`config.mk`:
```
export PLATFORM = sky130hd
export DESIGN_NAME = usb_frame_timer
export DESIGN_NICKNAME = d
export VERILOG_FILES = /design/src/rtl/frm_pkg.sv /design/src/rtl/frm_seq.sv /design/src/rtl/frm_regs.sv /design/src/rtl/usb_frame_timer.sv
export SDC_FILE = /design/constraint.sdc
export NUM_CORES = 1
export LEC_CHECK = 0
export ABC_AREA = 1
export BUFFER_PORTS_ARGS = -buffer_cell sky130_fd_sc_hd__buf_2
export CAP_MARGIN = 10
export CORE_MARGIN = 4
export CORE_UTILIZATION = 49
export CTS_BUF_LIST = sky130_fd_sc_hd__clkbuf_4
export DETAILED_ROUTE_END_ITERATION = 10
export PLACE_DENSITY = 0.81
export SLEW_MARGIN = 20
export SYNTH_ARGS = -nofsm -noshare
export SYNTH_HDL_FRONTEND = slang
export SYNTH_HIERARCHICAL = 1
export SYNTH_SLANG_ARGS = --single-unit
```
`constraint.sdc`:
```
create_clock -name clk -period 2.3 [get_ports clk]
set_input_delay 0.115 -clock clk [delete_from_list [all_inputs] [get_ports clk]]
set_output_delay 0.115 -clock clk [all_outputs]
set_load 0.05 [all_outputs]
```
`src/rtl/frm_pkg.sv`:
```
package frm_pkg;
    localparam int REM_W    = 14;
    localparam int FNUM_W   = 16;
    localparam int PSTART_W = 14;
    localparam int LSTH_W   = 12;
    localparam int TGL_BIT  = 31;

    localparam logic [2:0] W_IVAL   = 3'd0;
    localparam logic [2:0] W_REM    = 3'd1;
    localparam logic [2:0] W_FNUM   = 3'd2;
    localparam logic [2:0] W_PSTART = 3'd3;
    localparam logic [2:0] W_LSTH   = 3'd4;

    localparam logic [31:0] M_IVAL   = 32'hFFFF_FFFF;
    localparam logic [31:0] M_REM    = (32'h1 << TGL_BIT) | ((32'h1 << REM_W) - 32'h1);
    localparam logic [31:0] M_FNUM   = (32'h1 << FNUM_W) - 32'h1;
    localparam logic [31:0] M_PSTART = (32'h1 << PSTART_W) - 32'h1;
    localparam logic [31:0] M_LSTH   = (32'h1 << LSTH_W) - 32'h1;

    typedef enum logic [1:0] {
        ST_HALT  = 2'd0,
        ST_COUNT = 2'd1,
        ST_EOF   = 2'd2,
        ST_SOF   = 2'd3
    } frm_state_e;

    function automatic logic [31:0] lane_merge(input logic [31:0] cur,
                                               input logic [1:0]  lane,
                                               input logic [7:0]  data,
                                               input logic [31:0] wmask);
        logic [31:0] m;
        m = (32'hFF << {lane, 3'b000}) & wmask;
        return (cur & ~m) | ({4{data}} & m);
    endfunction
endpackage

```
`src/rtl/frm_seq.sv`:
```
module frm_seq
    import frm_pkg::*;
(
    input  logic clk,
    input  logic rst_n,
    input  logic run,
    input  logic tick,
    input  logic rem_zero,
    output logic dec_en,
    output logic reload,
    output logic eof_o,
    output logic sof_o
);
    frm_state_e state, state_nx;

    always_ff @(posedge clk) begin
        if (!rst_n) state <= ST_HALT;
        else        state <= state_nx;
    end

    always_comb begin
        state_nx = state;
        unique case (state)
            ST_HALT:  state_nx = run ? ST_COUNT : ST_HALT;
            ST_COUNT: begin
                if (!run)                 state_nx = ST_HALT;
                else if (tick && rem_zero) state_nx = ST_EOF;
            end
            ST_EOF:   state_nx = ST_SOF;
            ST_SOF:   state_nx = run ? ST_COUNT : ST_HALT;
            default:  state_nx = ST_HALT;
        endcase
    end

    always_comb begin
        dec_en = (state == ST_COUNT) && run && tick && !rem_zero;
        reload = (state == ST_EOF);
        eof_o  = (state == ST_EOF);
        sof_o  = (state == ST_SOF);
    end

    assert_sof_after_eof_R3: assert property (@(posedge clk) disable iff (!rst_n)
        eof_o |=> (sof_o && !eof_o));
    assert_boundary_on_tick_R3: assert property (@(posedge clk) disable iff (!rst_n)
        (state == ST_COUNT && run && tick && rem_zero) |=> eof_o);
    assert_pulses_exclusive_R3: assert property (@(posedge clk) disable iff (!rst_n)
        !(eof_o && sof_o));
endmodule

```
`src/rtl/frm_regs.sv`:
```
module frm_regs
    import frm_pkg::*;
#(
    parameter int ADDR_W = 5
)(
    input  logic              clk,
    input  logic              rst_n,
    input  logic              dec_en,
    input  logic              reload,
    input  logic              wr_en,
    input  logic [ADDR_W-1:0] wr_addr,
    input  logic [7:0]        wr_data,
    input  logic [2:0]        rd_word,
    output logic [31:0]       rd_data,
    output logic              rem_zero,
    output logic              msb_pulse
);
    localparam int PAD_REM = TGL_BIT - REM_W;

    logic [31:0]         ival_q;
    logic [REM_W-1:0]    rem_q;
    logic                tgl_q;
    logic [FNUM_W-1:0]   fnum_q;
    logic [PSTART_W-1:0] pstart_q;
    logic [LSTH_W-1:0]   lsth_q;
    logic                msb_prev_q;

    logic [2:0]  w_word;
    logic [1:0]  w_lane;
    logic        wr_ival, wr_rem, wr_fnum, wr_pstart, wr_lsth;
    logic [31:0] rem_img, rem_base, rem_nx, fnum_img, fnum_nx;
    logic [31:0] ival_img, pstart_img, lsth_img, ival_nx, pstart_nx, lsth_nx;

    assign w_word    = wr_addr[ADDR_W-1:2];
    assign w_lane    = wr_addr[1:0];
    assign wr_ival   = wr_en && (w_word == W_IVAL);
    assign wr_rem    = wr_en && (w_word == W_REM);
    assign wr_fnum   = wr_en && (w_word == W_FNUM);
    assign wr_pstart = wr_en && (w_word == W_PSTART);
    assign wr_lsth   = wr_en && (w_word == W_LSTH);

    assign rem_img    = {tgl_q, {PAD_REM{1'b0}}, rem_q};
    assign fnum_img   = {{(32-FNUM_W){1'b0}}, fnum_q};
    assign ival_img   = ival_q;
    assign pstart_img = {{(32-PSTART_W){1'b0}}, pstart_q};
    assign lsth_img   = {{(32-LSTH_W){1'b0}}, lsth_q};
    assign rem_zero   = (rem_q == '0);

    always_comb begin
        if (reload)      rem_base = {ival_q[TGL_BIT], {PAD_REM{1'b0}}, ival_q[REM_W-1:0]};
        else if (dec_en) rem_base = rem_img - 32'd1;
        else             rem_base = rem_img;
        rem_nx    = wr_rem ? lane_merge(rem_base, w_lane, wr_data, M_REM) : rem_base;
        fnum_nx   = reload ? fnum_img + 32'd1 : fnum_img;
        fnum_nx   = wr_fnum ? lane_merge(fnum_nx, w_lane, wr_data, M_FNUM) : fnum_nx;
        ival_nx   = wr_ival ? lane_merge(ival_img, w_lane, wr_data, M_IVAL) : ival_img;
        pstart_nx = wr_pstart ? lane_merge(pstart_img, w_lane, wr_data, M_PSTART) : pstart_img;
        lsth_nx   = wr_lsth ? lane_merge(lsth_img, w_lane, wr_data, M_LSTH) : lsth_img;
    end

    always_ff @(posedge clk) begin
        if (!rst_n) begin
            ival_q     <= '0;
            rem_q      <= '0;
            tgl_q      <= 1'b0;
            fnum_q     <= '0;
            pstart_q   <= '0;
            lsth_q     <= '0;
            msb_prev_q <= 1'b0;
        end else begin
            ival_q     <= ival_nx;
            rem_q      <= rem_nx[REM_W-1:0];
            tgl_q      <= rem_nx[TGL_BIT];
            fnum_q     <= fnum_nx[FNUM_W-1:0];
            pstart_q   <= pstart_nx[PSTART_W-1:0];
            lsth_q     <= lsth_nx[LSTH_W-1:0];
            msb_prev_q <= fnum_q[FNUM_W-1];
        end
    end

    assign msb_pulse = fnum_q[FNUM_W-1] ^ msb_prev_q;

    always_comb begin
        case (rd_word)
            W_IVAL:   rd_data = ival_img;
            W_REM:    rd_data = rem_img;
            W_FNUM:   rd_data = fnum_img;
            W_PSTART: rd_data = pstart_img;
            W_LSTH:   rd_data = lsth_img;
            default:  rd_data = '0;
        endcase
    end

    assert_reload_value_R4: assert property (@(posedge clk) disable iff (!rst_n)
        (reload && !wr_rem && !wr_ival) |=>
            (rem_q == $past(ival_q[REM_W-1:0]) && tgl_q == $past(ival_q[TGL_BIT])));
    assert_fnum_step_R5: assert property (@(posedge clk) disable iff (!rst_n)
        (reload && !wr_fnum) |=> (fnum_q == $past(fnum_q) + FNUM_W'(1)));
    assert_decrement_R2: assert property (@(posedge clk) disable iff (!rst_n)
        (dec_en && !wr_rem) |=> (rem_q == $past(rem_q) - REM_W'(1)));
    assert_hold_idle_R9: assert property (@(posedge clk) disable iff (!rst_n)
        (!dec_en && !reload && !wr_rem) |=> $stable(rem_q));
    assert_wrap_pulse_R6: assert property (@(posedge clk) disable iff (!rst_n)
        (reload && !wr_fnum && fnum_q[FNUM_W-2:0] == '1) |=> msb_pulse);
endmodule

```
`src/rtl/usb_frame_timer.sv`:
```
module usb_frame_timer
    import frm_pkg::*;
#(
    parameter int ADDR_W = 5
)(
    input  logic              clk,
    input  logic              rst_n,
    input  logic              run,
    input  logic              bit_tick,
    input  logic              wr_en,
    input  logic [ADDR_W-1:0] wr_addr,
    input  logic [7:0]        wr_data,
    input  logic [2:0]        rd_word,
    output logic [31:0]       rd_data,
    output logic              eof_pulse,
    output logic              sof_pulse,
    output logic              fnum_msb_pulse
);
    logic dec_en, reload, rem_zero;

    frm_seq u_seq (
        .clk      (clk),
        .rst_n    (rst_n),
        .run      (run),
        .tick     (bit_tick),
        .rem_zero (rem_zero),
        .dec_en   (dec_en),
        .reload   (reload),
        .eof_o    (eof_pulse),
        .sof_o    (sof_pulse)
    );

    frm_regs #(.ADDR_W(ADDR_W)) u_regs (
        .clk       (clk),
        .rst_n     (rst_n),
        .dec_en    (dec_en),
        .reload    (reload),
        .wr_en     (wr_en),
        .wr_addr   (wr_addr),
        .wr_data   (wr_data),
        .rd_word   (rd_word),
        .rd_data   (rd_data),
        .rem_zero  (rem_zero),
        .msb_pulse (fnum_msb_pulse)
    );

    assert_stopped_quiet_R9: assert property (@(posedge clk) disable iff (!rst_n)
        (!run && !eof_pulse) |=> !eof_pulse);
endmodule

```
==> results.md <==
- LEAKAGE: 2.28 nW
- Part of the Yosys area used for sequential elements: 0.381
- Worst slew slack as a fraction of its limit: 0.609
- Period utilization: 0.930
- Largest incremental delay on the critical path: about 430 ps
- Share of post-route cells with drive strength above 1: 0.127
- Minimum clock period: roughly 2100 ps
- Hold Crit Depth: 5
- Maximum clock rate: 468 MHz
- Post-synth design cell area: roughly 4800 um^2
- Placeable core region: between 9000 and 10000 um^2
- Most common flop cell mapped by yosys: dfxtp_1
- Most common cell in the netlist: o21ai_0
- Critical path fanouts, max: 5
- Die Y: 107 um
- Routed Wire Length: 14600 um
- Number of nets produced by synthesis: approximately 750
- Worst vdd ir: 0.328 mV
- Total of warnings raised by yosys: 6
- Launch instance of the worst min-delay path: run
- CTS buffer count: 9
- Setup TNS: 0 ps
- Worst r2r path cells: 13
- Die X: 107 um
- Clock-pin slew of the registers on the worst-case setup and hold paths: 170 ps
- Worst setup EP type: flip-flop
- Flip-flop and latch count after synthesis: 92
- Total number of vias: 5193
- Fin nets: between 700 and 800
- Worst Setup Path Type: flip-flop to flip-flop
- P&R area growth vs syn: 10.4%
- TritonCTS clock tree: yes
- Mean routed wirelength per cell: 16.3 um
- Final setup fails: 0
- Terminus of the critical flop-to-flop path: u_regs/tgl_q$_SDFF_PN0_
- Run status: finished, final reports clean
- Leading cell types by total area after synthesis: dfxtp_1 (38%), o21ai_0 (11%), inv_1 (8.2%), nand2_1 (8.0%), nor2_1 (7.0%)
- Number of enable flip-flop cells after synthesis: 0
- IO Count: 56
- Clock network latency to the later pin of the worst-skew pair: between 400 and 500 ps
- Port Buffers: between 50 and 60
- Post-CTS setup buffer count: 0
- Cell with the largest stage delay on the worst path: dfxtp_1
- Setup slack of the worst register-to-register path: 160 ps
- Required time worst endpoint: 2710 ps
- Violation count after the first detailed-routing iteration: 522
- Level count of the clock H-tree: 3
- Overall global routing resource usage: 0.256
- GP Congestion: 0.949
- Syn Area/Cell: 6.70 um^2
- Top cells by instance count after synthesis: o21ai_0 (106), inv_1 (105), nand2_1 (103)
- Post-synth cell types: 36
- Maximum number of pins on one net before global-route repair: 54
- Total Die Area: 11500 um^2
- Post-synthesis instance total: about 720
- Cell-by-cell trace of the critical path: inv_1 -> ha_1 -> nand4_1 -> nor3b_1 -> nor2_2 -> inv_1 -> nor2_1 -> nand3_1 -> nor2_1 -> nand3_1 -> nand2_1 -> nand3_1 -> a21oi_1
- Final ANT Viol Nets: 0
- Global route total overflow: 0
- Pwr per Cell Area: 549 nW/um^2
- Cell seen most often among critical-path stages: nand3_1
- Hold/Removal Path Class: primary input to flip-flop
- Tightest Pin Transition: 586 ps
- Top-area cell type share of the netlist area: 0.381
- Drt via density: 5.78
- Residual DRC count: 0
- Number of antenna repair diodes: 0
- Arrival @ worst endpoint: 2550 ps
- Unrepaired setup endpoints after global routing: false
- RR Startpoint: u_regs/rem_q[0]$_SDFF_PN0_
- Worst hold slack after final layout: 23.6 ps
- Worst clock skew on the final layout: 14.7 ps
- Detailed Routing Iterations Pass 1: 6
- Post-synthesis async set-or-reset flop share: 0
- HPWL reported at the end of detailed placement: 10300 um
- Global-route wire length before repair: 23300 um
- Number of antenna violations at the first check in global routing: 0
- Number of maximum-capacitance constraint violations: 0
- Worst setup SP type: flip-flop
- Cell class contributing the biggest share of worst-path delay: simple AND/OR/NAND/NOR gates
- Via count of the first global-routing pass: 4743
- Effective utilization at floorplan: 0.513
- Worst-case hold path end point: u_seq/state[0]$_SDFFE_PN0P_
- Library cell occupying the most area in the post-synthesis netlist: dfxtp_1
- Buf/Inv on CP: 2
- Number of pins with negative max-slew slack in the final report: 0
- Root buf cell: clkbuf_4
- Sinks on Clock Net: a little over 90
- Placement Rows: 35
- Maximum root-to-sink buffer count: 2
- Final number of hold-violating endpoints: 0
power by group:
group	leakage [nW]	internal, mW	switching [mW]
clock	0.0771	0.256	0.636
sequential	0.743	1.63	0.0313
combinational	1.46	0.109	0.266
total	2.28	1.99	0.933
kinds of logic (layout without fill, tap and decap cells):
logic type                 after synthesis  count (layout)  synth area share
and+or+nand+nor                        277             277             0.250
adders and majority gates                5               5            0.0130
buffers and inverters                  141             189             0.116
DFF                                     92              92             0.381
AOI/OAI and AO/OA                      195             195             0.220
xor gates and xnor gates                11              11            0.0200
worst register-to-register path: cells and delay by family, from the launching register on:
kind	cells	cell delay [ps]
and+or+nand+nor	9	1150
DFF	1	430
adders and majority gates	1	220
buffers and inverters	2	180
AOI/OAI and AO/OA	1	110
worst max-delay path by stage:
stage	to	from	depth (start not counted)
final	u_regs/tgl_q$_SDFF_PN0_	u_regs/rem_q[0]$_SDFF_PN0_	13
after global placement	u_regs/rem_q[12]$_SDFF_PN0_	u_regs/rem_q[0]$_SDFF_PN0_	14
after CTS	u_regs/tgl_q$_SDFF_PN0_	u_regs/rem_q[0]$_SDFF_PN0_	13
after floorplan	u_regs/fnum_q[10]$_SDFF_PN0_	u_seq/state[0]$_SDFFE_PN0P_	11
after detailed placement	u_regs/rem_q[10]$_SDFF_PN0_	u_regs/rem_q[0]$_SDFF_PN0_	13
after global routing	u_regs/rem_q[10]$_SDFF_PN0_	u_regs/rem_q[10]$_SDFF_PN0_	14
area by class of cell:
| type | instances | area [um^2] |
|---|---|---|
| multi-input combinational | 488 | 2430 |
| timing repair buffer | 64 | 358 |
| fill | 897 | 4080 |
| clock buffer | 9 | 67.6 |
| tap | 129 | 161 |
| inverter | 109 | 409 |
| clock inverter | 7 | 65.1 |
| sequential | 92 | 1840 |
metrics by stage:
step	instances	total power [mW]	util	worst slack [ps]	cell area, um^2
2_1_floorplan	721	1.93	-	252	4830
3_3_place_gp	881	2.04	0.551	353	5190
3_5_place_dp	881	2.05	0.551	148	5190
4_1_cts	898	2.92	0.566	123	5330
5_1_grt	898	3.05	0.566	6.88	5330
6_report	898	2.93	0.566	162	5330
placed cells by master, fill, tap and decap left out, types with 2 or more instances in the layout:
cell type and count:
nor2_1 89, inv_6 3, inv_2 4, or2_2 3
a31oi_1 7, nor3_2 3, o211ai_1 3, nor3_1 9
buf_4 7, clkbuf_4 9, o2111ai_1 5, nor2_2 3
inv_1 105, buf_2 55, a21oi_1 61, ha_1 5
nand4_1 8, inv_8 3, xnor2_1 2, o21ai_0 106
nand2_1 103, a221oi_1 7, nand3_1 52, dfxtp_1 92
o221ai_1 2, xor2_1 9
layer usage:
layer	vias to the layer above	wire (um)	global-route usage
met5	-	0	0
met4	0	476	0.107
met3	50	1510	0.0408
met2	319	6870	0.418
met1	2378	5760	0.335
li1	2446	-	-
repair_timing:
| action | CTS | global route |
|---|---|---|
| endpoints found under the hold margin | 1 | 0 |
| setup endpoints to repair | 0 | 7 |
| hold buffers | 1 | 0 |
| resized for setup | 0 | 1 |
Power figures use the tool's default switching activity.
